### config.mk
export PLATFORM = sky130hd
export DESIGN_NAME = psram_ctrl
export DESIGN_NICKNAME = d
export VERILOG_FILES = /design/src/rtl/psram_pkg.sv /design/src/rtl/psram_cnt.sv /design/src/rtl/psram_lanes.sv /design/src/rtl/psram_ctrl.sv
export SDC_FILE = /design/constraint.sdc
export NUM_CORES = 1
export LEC_CHECK = 0
export CAP_MARGIN = 20
export CORE_MARGIN = 2
export CORE_UTILIZATION = 44
export CTS_BUF_LIST = sky130_fd_sc_hd__clkbuf_16
export DETAILED_ROUTE_END_ITERATION = 6
export PLACE_DENSITY = 0.81
export SLEW_MARGIN = 0
export SYNTH_ARGS = -nofsm -noshare
export SYNTH_HDL_FRONTEND = slang
export SYNTH_HIERARCHICAL = 1
export SYNTH_SLANG_ARGS = --single-unit
export TNS_END_PERCENT = 30
### constraint.sdc
create_clock -name clk_i -period 2.45 [get_ports clk_i]
set_input_delay 0.49 -clock clk_i [delete_from_list [all_inputs] [get_ports clk_i]]
set_output_delay 0.49 -clock clk_i [all_outputs]
set_load 0.05 [all_outputs]
### src/rtl/psram_pkg.sv
package psram_pkg;
  typedef enum logic [1:0] {ST_IDLE, ST_SETUP, ST_READ, ST_WRITE} seq_e;

  function automatic int unsigned cyc_up(int unsigned ps, int unsigned clk_ps);
    int unsigned n;
    n = (ps + clk_ps - 1) / clk_ps;
    return (n < 1) ? 1 : n;
  endfunction

  function automatic int unsigned max2(int unsigned a, int unsigned b);
    return (a > b) ? a : b;
  endfunction

  // read: max of cycle time, CE access, OE access
  function automatic int unsigned rd_cycles(bit fast, int unsigned clk_ps);
    return fast ? cyc_up(max2(55000, max2(55000, 25000)), clk_ps)
                : cyc_up(max2(70000, max2(70000, 35000)), clk_ps);
  endfunction

  // write: widest of the to-write-end minimums; cycle time minus the setup cycle
  function automatic int unsigned wr_cycles(bit fast, int unsigned clk_ps);
    int unsigned pulse, cyc;
    pulse = fast ? cyc_up(max2(max2(45000, 40000), max2(50000, 25000)), clk_ps)
                 : cyc_up(max2(max2(55000, 55000), max2(55000, 25000)), clk_ps);
    cyc   = cyc_up(fast ? 55000 : 70000, clk_ps);
    cyc   = (cyc > 1) ? cyc - 1 : 1;
    return max2(pulse, cyc);
  endfunction

  function automatic int unsigned hz_cycles(int unsigned clk_ps);
    return cyc_up(25000, clk_ps);
  endfunction
endpackage

### src/rtl/psram_cnt.sv
module psram_cnt #(
  parameter int unsigned W = 4
) (
  input  logic         clk_i,
  input  logic         rst_ni,
  input  logic         load_i,
  input  logic [W-1:0] val_i,
  output logic         done_o
);
  logic [W-1:0] cnt_q;

  always_ff @(posedge clk_i or negedge rst_ni) begin
    if (!rst_ni)            cnt_q <= '0;
    else if (load_i)        cnt_q <= val_i;
    else if (cnt_q != '0)   cnt_q <= cnt_q - 1'b1;
  end

  assign done_o = (cnt_q == '0);
endmodule

### src/rtl/psram_lanes.sv
module psram_lanes #(
  parameter int unsigned DW = 16,
  localparam int unsigned NB = DW / 8
) (
  input  logic          clk_i,
  input  logic          rst_ni,
  input  logic          cap_i,
  input  logic [NB-1:0] mask_i,
  input  logic [DW-1:0] dq_i,
  output logic [DW-1:0] rdata_o
);
  for (genvar i = 0; i < NB; i++) begin : g_lane
    always_ff @(posedge clk_i or negedge rst_ni) begin
      if (!rst_ni)     rdata_o[i*8 +: 8] <= '0;
      else if (cap_i)  rdata_o[i*8 +: 8] <= mask_i[i] ? dq_i[i*8 +: 8] : 8'h00;
    end
  end
endmodule

### src/rtl/psram_ctrl.sv
module psram_ctrl
  import psram_pkg::*;
#(
  parameter int unsigned CLK_PS     = 4000,
  parameter bit          FAST_GRADE = 1'b1,
  parameter int unsigned AW         = 17,
  parameter int unsigned DW         = 16,
  localparam int unsigned NB        = DW / 8
) (
  input  logic          clk_i,
  input  logic          rst_ni,
  input  logic          req_valid_i,
  output logic          req_ready_o,
  input  logic [AW-1:0] req_addr_i,
  input  logic          req_we_i,
  input  logic [DW-1:0] req_wdata_i,
  input  logic [NB-1:0] req_mask_i,
  output logic          rsp_valid_o,
  output logic [DW-1:0] rsp_rdata_o,
  output logic [AW-1:0] mem_addr_o,
  output logic          mem_ce1_no,
  output logic          mem_ce2_o,
  output logic          mem_oe_no,
  output logic          mem_we_no,
  output logic          mem_lb_no,
  output logic          mem_ub_no,
  output logic [DW-1:0] mem_dq_o,
  output logic          mem_dq_oe_o,
  input  logic [DW-1:0] mem_dq_i
);
  localparam int unsigned RD_CYC = rd_cycles(FAST_GRADE, CLK_PS);
  localparam int unsigned WR_CYC = wr_cycles(FAST_GRADE, CLK_PS);
  localparam int unsigned HZ_CYC = hz_cycles(CLK_PS);
  localparam int unsigned CW     = $clog2(max2(RD_CYC, WR_CYC) + 1);
  localparam int unsigned GW     = $clog2(HZ_CYC + 1);

  seq_e          state_q, state_d;
  logic [AW-1:0] addr_q;
  logic          we_q;
  logic [DW-1:0] wdata_q;
  logic [NB-1:0] mask_q;
  logic          acc_load, acc_done, gap_load, gap_done, cap, accept;
  logic [CW-1:0] acc_val;
  logic          ce_act_q, oe_act_q, we_act_q, dq_oe_q, rsp_q;
  logic [NB-1:0] be_n_q;

  always_comb begin
    state_d  = state_q;
    accept   = 1'b0;
    acc_load = 1'b0;
    acc_val  = '0;
    gap_load = 1'b0;
    cap      = 1'b0;
    unique case (state_q)
      ST_IDLE: if (req_valid_i) begin
        accept  = 1'b1;
        state_d = ST_SETUP;
      end
      ST_SETUP: if (!we_q) begin
        acc_load = 1'b1;
        acc_val  = CW'(RD_CYC - 1);
        state_d  = ST_READ;
      end else if (gap_done) begin
        acc_load = 1'b1;
        acc_val  = CW'(WR_CYC - 1);
        state_d  = ST_WRITE;
      end
      ST_READ: if (acc_done) begin
        cap      = 1'b1;
        gap_load = 1'b1;
        state_d  = ST_IDLE;
      end
      ST_WRITE: if (acc_done) state_d = ST_IDLE;
      default: state_d = ST_IDLE;
    endcase
  end

  always_ff @(posedge clk_i or negedge rst_ni) begin
    if (!rst_ni) begin
      state_q  <= ST_IDLE;
      addr_q   <= '0;
      we_q     <= 1'b0;
      wdata_q  <= '0;
      mask_q   <= '0;
      ce_act_q <= 1'b0;
      oe_act_q <= 1'b0;
      we_act_q <= 1'b0;
      dq_oe_q  <= 1'b0;
      be_n_q   <= '1;
      rsp_q    <= 1'b0;
    end else begin
      state_q <= state_d;
      if (accept) begin
        addr_q  <= req_addr_i;
        we_q    <= req_we_i;
        wdata_q <= req_wdata_i;
        mask_q  <= req_mask_i;
      end
      // pin strobes registered from the next state: glitch-free, aligned with state_q
      ce_act_q <= (state_d == ST_READ) || (state_d == ST_WRITE);
      oe_act_q <= (state_d == ST_READ);
      we_act_q <= (state_d == ST_WRITE);
      dq_oe_q  <= (state_d == ST_WRITE);
      be_n_q   <= ((state_d == ST_READ) || (state_d == ST_WRITE)) ? ~mask_q : '1;
      rsp_q    <= cap;
    end
  end

  psram_cnt #(.W(CW)) u_acc_cnt (
    .clk_i(clk_i), .rst_ni(rst_ni), .load_i(acc_load), .val_i(acc_val), .done_o(acc_done)
  );

  psram_cnt #(.W(GW)) u_gap_cnt (
    .clk_i(clk_i), .rst_ni(rst_ni), .load_i(gap_load), .val_i(GW'(HZ_CYC - 1)),
    .done_o(gap_done)
  );

  psram_lanes #(.DW(DW)) u_lanes (
    .clk_i(clk_i), .rst_ni(rst_ni), .cap_i(cap), .mask_i(mask_q),
    .dq_i(mem_dq_i), .rdata_o(rsp_rdata_o)
  );

  assign req_ready_o = (state_q == ST_IDLE);
  assign rsp_valid_o = rsp_q;
  assign mem_addr_o  = addr_q;
  assign mem_ce1_no  = ~ce_act_q;
  assign mem_ce2_o   = ce_act_q;
  assign mem_oe_no   = ~oe_act_q;
  assign mem_we_no   = ~we_act_q;
  assign mem_lb_no   = be_n_q[0];
  assign mem_ub_no   = be_n_q[NB-1];
  assign mem_dq_o    = wdata_q;
  assign mem_dq_oe_o = dq_oe_q;

  AST_IDLE_DESELECT: assert property (@(posedge clk_i) disable iff (!rst_ni)
    req_ready_o |-> (mem_ce1_no && !mem_ce2_o && mem_oe_no && mem_we_no && !mem_dq_oe_o));
  AST_ADDR_HELD: assert property (@(posedge clk_i) disable iff (!rst_ni)
    !mem_ce1_no |-> $stable(mem_addr_o));
  AST_NO_OE_WE_OVERLAP: assert property (@(posedge clk_i) disable iff (!rst_ni)
    !(!mem_oe_no && !mem_we_no));
  AST_RSP_PULSE: assert property (@(posedge clk_i) disable iff (!rst_ni)
    rsp_valid_o |=> !rsp_valid_o);
  AST_DQ_DRIVE: assert property (@(posedge clk_i) disable iff (!rst_ni)
    mem_dq_oe_o |-> (!mem_we_no && mem_oe_no));
  AST_TURNAROUND: assert property (@(posedge clk_i) disable iff (!rst_ni)
    $rose(mem_dq_oe_o) |-> gap_done);
  AST_BUSY_AFTER_ACCEPT: assert property (@(posedge clk_i) disable iff (!rst_ni)
    (req_valid_i && req_ready_o) |=> !req_ready_o);
endmodule

==> results.md <==
* TNS Setup at 0 ns
* Status: completed
* Syn Area/Cell at 13.2 um2
* Initial core utilization at 45.5%
* Area grow syn2layout at 50.0%
* Routability congestion estimate at 0.735
* Most frequent cell after synthesis: dfrtp_1
* # Max-Cap Violations at 0
* Num rows at 29
* I/O Pins at 113
* CTS tree: done
* Worst-skew pair later-pin latency at 0.32 ns
* Leakage at 1.92 nW
* Worst Hold Class: primary input to asynchronous set/reset pin
* Detailed placement HPWL at 4.70 mm
* Drt wl/cell at 15.6 um
* Clock root cell: clkbuf_16
* First-pass GRT wire length at 10.6 mm
* CP arrival at 1.74 ns
* Placed insts at 406
* Vias post-DR at 2001
* Yosys reg bits at 67
* Synth cell count leaders: dfrtp_1, mux2_4, inv_1
* Ant diodes at 0
* Crit start category: flip-flop
* Final #Nets at 398
* Chip Width at 85.3 um
* RSZ-0062 raised after global routing: false
* Post-Synthesis Cells at 220
* Fmax at 448 MHz
* Share of the synthesized area in the top cell type at 56.0%
* Core box area at 6390 um2
* Drt drc at 0
* Top post-synthesis cells by area: dfrtp_1, mux2_4, inv_1, o21ai_0, mux2_2
* Post-Layout Cell Count at 422
* Power, Total at 7.10 mW
* Area post-placement at 4080 um2
* Worst slew margin at 58.4%
* Kind of end point of the critical path: primary output
* CP Max Fanout at 6
* Setup Fix Bufs, Post-CTS at 0
* Die height at 85.3 um
* Max Slew Vio Count at 0
* # fillers at 470
* Overall routing resource usage at 18.7%
* Tightest Pin Transition at 0.624 ns
* Via density at 4.74
* Cell area after synthesis at 2910 um2
* Final setup fails at 0
* Final Cycle Share at 91.2%
* Iteration-0 DRC Markers at 99
* Kind of critical path: flip-flop to primary output
* H-tree depth at 3
* CTS Sinks at 67
* CTS Hold Bufs at 0
* Yosys warning count at 6
* Clock Path Buffers at 2
* Largest net degree at the start of global routing at 42
* Pwr per Cell Area at 1630 nW/um2
* Fraction of registers with async set/reset at 100%
* Buffers on Ports at 112
* WP data required at 1.96 ns
* Area leader, netlist: dfrtp_1
* Clock-pin slew on the worst setup and hold paths at 0.05 ns
* Vias in the first global route at 2099
* Number of flops mapped to enable cells by yosys at 0
* Clock skew at 0.00425 ns
* Synth Flop Type: dfrtp_1
* DIE AREA at 7270 um2
* Antenna-violating nets left at 0
* Post-synth cell types at 36
* Cell area after layout at 4360 um2
* Post-cts sizing count at 0
* Global route total overflow at 0
* Routed wire length at 6.60 mm
* Sequential fraction of the synthesis area at 57.8%
* Layout cells sized above 1 at 18.0%
* DR pass1 iterations at 4
* Tmin final at 2.23 ns
* Initial antenna violation count at 0
* Worst-case vdd ir drop at 1.07 mV
* Fin. Hold Viols at 0
* Cts bufs inserted at 9
[worst paths after layout]
kind,start,end,slack [ns],depth (start not counted)
max reg2reg,u_acc_cnt/cnt_q[0]$_DFFE_PN0P_,u_lanes/rdata_o[3]$_DFFE_PN0P_,0.48,9
max,state_q[0]$_DFF_PN0_,req_ready_o,0.22,2
min in group clk_i,mem_dq_o[10]$_DFFE_PN0P_,mem_dq_o[10]$_DFFE_PN0P_,0.50,1
min reg2reg,mem_dq_o[10]$_DFFE_PN0P_,mem_dq_o[10]$_DFFE_PN0P_,0.50,1
min,rst_ni,mem_addr_o[8]$_DFFE_PN0P_,0.18,1
max in group asynchronous,rst_ni,be_n_q[0]$_DFF_PN1_,1.57,2
[placed cells by master (no fill, tap or decap), types with 2 or more instances in the layout]
cell type        synthesis  layout
inv_1                   27      30
buf_12                   4       2
nor3_1                   2       2
nand3_1                 16      16
nor4b_1                  2       2
nand2_1                  5       5
nor2_1                   3       2
clkinv_2                 0       2
buf_4                    2       3
or2b_1                   2       2
nand2b_1                 2       2
ha_1                     3       3
dfstp_2                  2       2
mux2_2                   8       8
nor2_2                   1       2
nor2b_1                  5       5
clkdlybuf4s50_1          0     111
o21ai_0                 20      20
conb_1                   2       4
clkbuf_16                0       9
mux2i_1                  2       2
dfrtp_1                 65      65
mux2_4                  29      29
[metrics by stage]
stage	hold WS [ns]	utilization [%]	setup WS [ns]
2_1_floorplan	0.194	-	0.626
3_3_place_gp	0.490	63.9	0.548
3_5_place_dp	0.494	63.9	0.496
4_1_cts	0.207	68.3	0.215
5_1_grt	0.237	68.3	0.173
6_report	0.182	68.3	0.216
[flip-flops by register name (all words and copies together), names as in the netlist, 2 cells and up]
name and count:
mem_addr_o 17, mem_dq_o 16, u_lanes/rdata_o 16, u_acc_cnt/cnt_q 4
u_gap_cnt/cnt_q 3, be_n_q 2, mask_q 2, state_q 2
[cell families (layout without fill, tap and decap cells)]
logic type | after synthesis | after routing | synth area share [%]
AND/OR/NAND/NOR | 43 | 43 | 8.74
adder cells (fa/ha/maj) | 3 | 3 | 1.29
AO/OA/AOI/OAI | 28 | 28 | 5.55
multiplexers | 39 | 39 | 18.8
XOR/XNOR | 1 | 1 | 0.301
flip-flops | 67 | 67 | 57.8
buffers and inverters | 37 | 160 | 7.32
other | 2 | 4 | 0.258
[layer usage]
metal,part of all wire (%),GRT usage (%),wire (um),vias to the layer above
met4,2.1,8.66,136,0
li1,-,-,-,975
met5,0,0,0,-
met1,42,24.0,2780,953
met2,52,31.7,3410,62
met3,4.1,2.14,268,11
[cell type report]
class                      count  area, um2  area share [%]
tap                           77       96.3            2.21
timing repair buffer         117       1180            27.0
multi-input combinational    118       1020            23.5
clock buffer                   9        225            5.16
inverter                      27        101            2.32
sequential                    67       1680            38.5
clock inverter                 7       55.1            1.26
[critical path, cell delays in order, from the launching register on]
cell,delay (ns)
dfrtp_1,0.44
nor2_2,0.17
clkdlybuf4s50_1,0.82
[power breakdown]
group          switching (mW)  internal, mW
logic                    2.32          1.56
registers               0.374          1.64
clock network           0.426         0.768
(Power assumes the default switching activity.)
